==> config.mk <==
export PLATFORM = sky130hd
export DESIGN_NAME = interlock_scoreboard
export DESIGN_NICKNAME = d
export VERILOG_FILES = /design/src/rtl/interlock_scoreboard.sv
export SDC_FILE = /design/constraint.sdc
export NUM_CORES = 1
export LEC_CHECK = 0
export BUFFER_PORTS_ARGS = -buffer_cell sky130_fd_sc_hd__buf_2
export CORE_MARGIN = 4
export CORE_UTILIZATION = 30
export CTS_CLUSTER_SIZE = 24
export DETAILED_ROUTE_END_ITERATION = 8
export GPL_TIMING_DRIVEN = 0
export PLACE_DENSITY = 0.46
export SLEW_MARGIN = 25
export SYNTH_ARGS = -nofsm -noshare
export SYNTH_HDL_FRONTEND = slang
export SYNTH_SLANG_ARGS = --single-unit
==> constraint.sdc <==
create_clock -name clk -period 4.4 [get_ports clk]
set_input_delay 0.44 -clock clk [delete_from_list [all_inputs] [get_ports clk]]
set_output_delay 0.44 -clock clk [all_outputs]
set_load 0.01 [all_outputs]
==> src/rtl/interlock_scoreboard.sv <==
module interlock_scoreboard #(
  parameter int NREG      = 16,
  parameter int NSRC      = 3,
  parameter int LAT_W     = 3,
  parameter int KW        = 2,
  parameter int EARLY_MAX = 2,
  parameter int NRES      = 2,
  parameter int HOLD_W    = 3,
  parameter int PC_ID     = 15,
  localparam int IDW      = $clog2(NREG),
  localparam int RIW      = (NRES > 1) ? $clog2(NRES) : 1
) (
  input  logic                 clk,
  input  logic                 rst,
  input  logic                 issue_valid,
  input  logic [NSRC-1:0]      src_vld,
  input  logic [NSRC*IDW-1:0]  src_id,
  input  logic [NSRC*2-1:0]    src_mode,
  input  logic [NSRC*KW-1:0]   src_k,
  input  logic [NSRC-1:0]      src_acc,
  input  logic                 dst_vld,
  input  logic [IDW-1:0]       dst_id,
  input  logic [LAT_W-1:0]     dst_lat,
  input  logic                 dst_mac,
  input  logic                 res_vld,
  input  logic [RIW-1:0]       res_id,
  input  logic [HOLD_W-1:0]    res_hold,
  output logic                 stall
);
  localparam int CW = $clog2((1 << LAT_W) + EARLY_MAX);

  logic [CW-1:0]     cnt_q  [NREG];
  logic [NREG-1:0]   mac_q;
  logic [HOLD_W-1:0] busy_q [NRES];
  logic [NSRC-1:0]   src_hz;
  logic              res_hz;
  logic              fire, wr_dst;

  assign fire   = issue_valid & ~stall;
  assign wr_dst = fire & dst_vld & (int'(dst_id) != PC_ID);

  for (genvar r = 0; r < NREG; r++) begin : g_reg
    always_ff @(posedge clk) begin
      if (rst) begin
        cnt_q[r] <= '0;
        mac_q[r] <= 1'b0;
      end else if (wr_dst && dst_id == IDW'(r)) begin
        cnt_q[r] <= CW'(dst_lat) + CW'(EARLY_MAX);
        mac_q[r] <= dst_mac;
      end else if (cnt_q[r] != '0) begin
        cnt_q[r] <= cnt_q[r] - 1'b1;
      end
    end

    assert_countdown_R1: assert property (@(posedge clk) disable iff (rst)
      (cnt_q[r] != '0 && !(wr_dst && dst_id == IDW'(r))) |=> cnt_q[r] == $past(cnt_q[r]) - 1'b1);
  end

  for (genvar s = 0; s < NSRC; s++) begin : g_src
    logic [IDW-1:0] id;
    logic [1:0]     md;
    logic [KW-1:0]  kk;
    int             thr;
    always_comb begin
      id  = src_id[s*IDW +: IDW];
      md  = src_mode[s*2 +: 2];
      kk  = src_k[s*KW +: KW];
      thr = EARLY_MAX;
      case (md)
        2'b01:   thr = EARLY_MAX - ((int'(kk) > EARLY_MAX) ? EARLY_MAX : int'(kk));
        2'b10:   thr = EARLY_MAX + ((kk == '0) ? 0 : int'(kk) - 1);
        default: thr = EARLY_MAX;
      endcase
      if (src_acc[s] && mac_q[id]) thr = thr + 1;
      src_hz[s] = src_vld[s] && (int'(id) != PC_ID) && (int'(cnt_q[id]) > thr);
    end
  end

  for (genvar c = 0; c < NRES; c++) begin : g_res
    always_ff @(posedge clk) begin
      if (rst)
        busy_q[c] <= '0;
      else if (fire && res_vld && res_id == RIW'(c))
        busy_q[c] <= res_hold;
      else if (busy_q[c] != '0)
        busy_q[c] <= busy_q[c] - 1'b1;
    end
  end

  assign res_hz = res_vld && (int'(res_id) < NRES) && (busy_q[res_id] != '0);
  assign stall  = issue_valid & ((|src_hz) | res_hz);

  assert_idle_no_stall_R10: assert property (@(posedge clk) disable iff (rst)
    !issue_valid |-> !stall);

  assert_unit_blocks_R8: assert property (@(posedge clk) disable iff (rst)
    (issue_valid && res_vld && int'(res_id) < NRES && busy_q[res_id] != '0) |-> stall);

  assert_stalled_no_write_R10: assert property (@(posedge clk) disable iff (rst)
    (issue_valid && stall && dst_vld && cnt_q[dst_id] == '0) |=> cnt_q[$past(dst_id)] == '0);

  assert_reload_R6: assert property (@(posedge clk) disable iff (rst)
    (fire && dst_vld && int'(dst_id) != PC_ID) |=>
      cnt_q[$past(dst_id)] == CW'($past(dst_lat)) + CW'(EARLY_MAX));

  assert_pc_untracked_R7: assert property (@(posedge clk) disable iff (rst)
    (issue_valid && src_vld == 3'b001 && int'(src_id[IDW-1:0]) == PC_ID && !res_vld) |-> !stall);
endmodule

==> summary.md <==
| Metric | Value |
|---|---|
| CP max stage cell | `clkbuf_1` |
| Final Hold Fails | `0` |
| Final ANT Viol Nets | `0` |
| Row count | `59` |
| PwrDens | `541 nW/um^2` |
| Register bit total from synthesis | `86` |
| First-pass GRT wire length | `36700 um` |
| Highest clock rate | `0.234 GHz` |
| Top_reg_cell synth | `edfxtp_1` |
| FF-to-FF setup slack | `380 ps` |
| Initial drt markers | `456` |
| RR Startpoint | `mac_q[3]$_SDFFE_PP0P_` |
| Max-Cap Viols | `0` |
| DP HPWL | `18900 um` |
| Cell variety after synth | `50` |
| Area contributors post-synth | `edfxtp_1 (26%), mux4_2 (20%), mux2i_1 (7.3%)` |
| I/O Pins | `48` |
| Top delay family on crit path | `multiplexers` |
| CTS root buf | `clkbuf_16` |
| Initial antenna violation count | `0` |
| Max Slew Vio Count | `0` |
| Ratio of cells with drive above 1 in the final layout | `25.7%` |
| CP arrival | `3830 ps` |
| Most frequent cells in the layout | `mux4_2 (71), edfxtp_1 (70), mux2i_1 (59)` |
| I/O Buffers | `41` |
| DRT Pass-1 Iters | `5` |
| Reg clk slew, reported paths | `80 ps` |
| Nets | `869` |
| Area Overhead vs Synth | `12.3%` |
| Cells after Synth | `718` |
| Largest net degree at the start of global routing | `20` |
| Via count | `6100` |
| Multi-input gate area | `5300 um^2` |
| YS warnings | `0` |
| Relative slew slack | `40.0%` |
| Unrepaired setup endpoints after global routing | `false` |
| Required @ worst endpoint | `3960 ps` |
| Worst Hold Class | `input pin to flip-flop` |
| Core box area | `26300 um^2` |
| Grt ovf | `0` |
| CTS Buf Count | `9` |
| Synth top area share | `25.9%` |
| Leak | `3.67 nW` |
| Avg WL per Cell | `21.6 um` |
| Routed Wire Length | `24100 um` |
| Worst Tran Pin Value | `894 ps` |
| CTS Sinks | `86` |
| Longest Clk Path Bufs | `2` |
| Post-synth top area cell | `edfxtp_1` |
| Seq/Total Area, Yosys | `29.9%` |
| Synthesized area per cell | `11.3 um^2` |
| Critical path buffer and inverter count | `4` |
| Die height | `172 um` |
| Maximum VDD drop | `0.182 mV` |
| Tmin final | `4270 ps` |
| CP startpoint kind | `input pin` |
| Finished Layout Cells | `1118` |
| Hold_sp | `res_hold[0]` |
| CTS tree | `done` |
| Finished Core Util | `34.6%` |
| Post-Place Cells | `1100` |
| CP cell instances | `buf_2 -> clkbuf_1 -> mux4_2 -> mux4_2 -> ha_1 -> nand4_1 -> nand3_1 -> a21oi_1 -> nor3_4 -> clkbuf_4 -> a21boi_0 -> buf_2` |
| CP startpoint | `src_id[9]` |
| Clk_lat worst skew | `360 ps` |
| H-tree depth | `3` |
| GRT Total Usage | `16.5%` |
| CP max stage delay | `610 ps` |
| Initial Util | `30.8%` |
| DIE WIDTH | `172 um` |
| Drt drc | `0` |
| Register area | `2420 um^2` |
| Routed vias/inst | `5.46` |
| Total power | `4.92 mW` |
| Tcrit/Tclk final | `97.0%` |
| Die area | `29700 um^2` |
| Final setup viols | `0` |
| Async SR Flop Fraction | `0%` |
| Mapped cell area | `8100 um^2` |
| Most common cell after layout, fill and taps aside | `mux4_2` |
| GPL Wtd Cong | `0.895` |
| Number of global-route vias before repair | `6017` |
| Number of synthesized flops with an enable pin | `70` |
| Final hold slack | `466 ps` |
| Fill cell count | `2645` |
| CP Capture Type | `primary output` |
| Crit Path Class | `input pin to primary output` |
| Crit Path Max Fanout | `10` |
| Clock Skews | `15.0 ps` |
| Status | `finished clean` |
through the flow:
stage	setup TNS, ps	setup slack [ps]	area [um^2]
floorplan	0	82.6	8130
global placement	-121320	-1100	8750
detailed placement	-119180	-1080	8750
CTS	0	12.0	9090
global route	0	4.52	9090
finish	0	132	9100
final cells by class:
cell class	instances	area share, %
Clock inverter	7	0.866
Tap cell	335	4.61
Clock buffer	9	2.48
Sequential cell	86	26.6
Timing Repair Buffer	43	2.42
Buffer	40	2.53
Inverter	52	2.15
Antenna cell	1	0.0275
Multi-Input combinational cell	545	58.3
cell families (layout without fill, tap and decap cells):
group / Yosys count / count (layout) / share of synthesized area, %
xor+xnor: 10 / 10 / 1.08
mux: 162 / 162 / 31.5
fa+ha+maj: 45 / 45 / 6.95
simple gates: 265 / 265 / 21.2
other cells: 2 / 9 / 0.0927
flops: 86 / 86 / 29.9
compound gates: 55 / 55 / 4.35
buf+inv: 93 / 151 / 5.00
per-layer routing:
metal  track usage, %  up-vias  routed length, um
li1                 -     2875                  -
met3             2.88       33               1500
met4             6.08        0                826
met5                0        -                  0
met1             23.6     3013              11300
met2             25.1      179              10500
report_power, final:
part / internal, mW / leakage (nW) / switching [mW]
combinational: 1.20 / 2.61 / 1.13
sequential: 1.32 / 0.915 / 0.462
clock: 0.449 / 0.146 / 0.364
sequential cells by signal, summed over array words and instances (netlist names):
| register | flops |
|---|---|
| busy_q | 6 |
| cnt_q | 64 |
| mac_q | 16 |
what timing repair did:
item | CTS | global route
pin swaps | 1 | 1
hold buffers | 0 | 0
gates cloned | 0 | 0
setup endpoints to repair | 145 | 19
setup buffers | 1 | 1
gates resized for setup | 12 | 9
tightest hold or removal path, delay by kind of cell:
| kind | cells | cell delay, ps |
|---|---|---|
| AND/OR/NAND/NOR | 1 | 60 |
| multiplexers | 1 | 130 |
| buffers and inverters | 1 | 80 |
final timing paths:
check | endpoint | depth (start not counted)
worst max-delay path | stall | 12
worst min-delay path | busy_q[1][0]$_SDFFCE_PN0P_ | 3
worst max register to register | cnt_q[9][2]$_DFFE_PP_ | 12
worst min register to register | mac_q[15]$_SDFFE_PP0P_ | 1
synthesized netlist by cell type (22+ instances only):
cell type  instances
mux4_2            71
edfxtp_1          70
mux2i_1           59
inv_1             52
nor3_1            46
ha_1              45
nand2b_1          38
a21oi_1           29
nand3b_1          27
nor2_1            27
or3_1             24
mux2_2            23
clkbuf_1          22
Power figures use the tool's default switching activity.
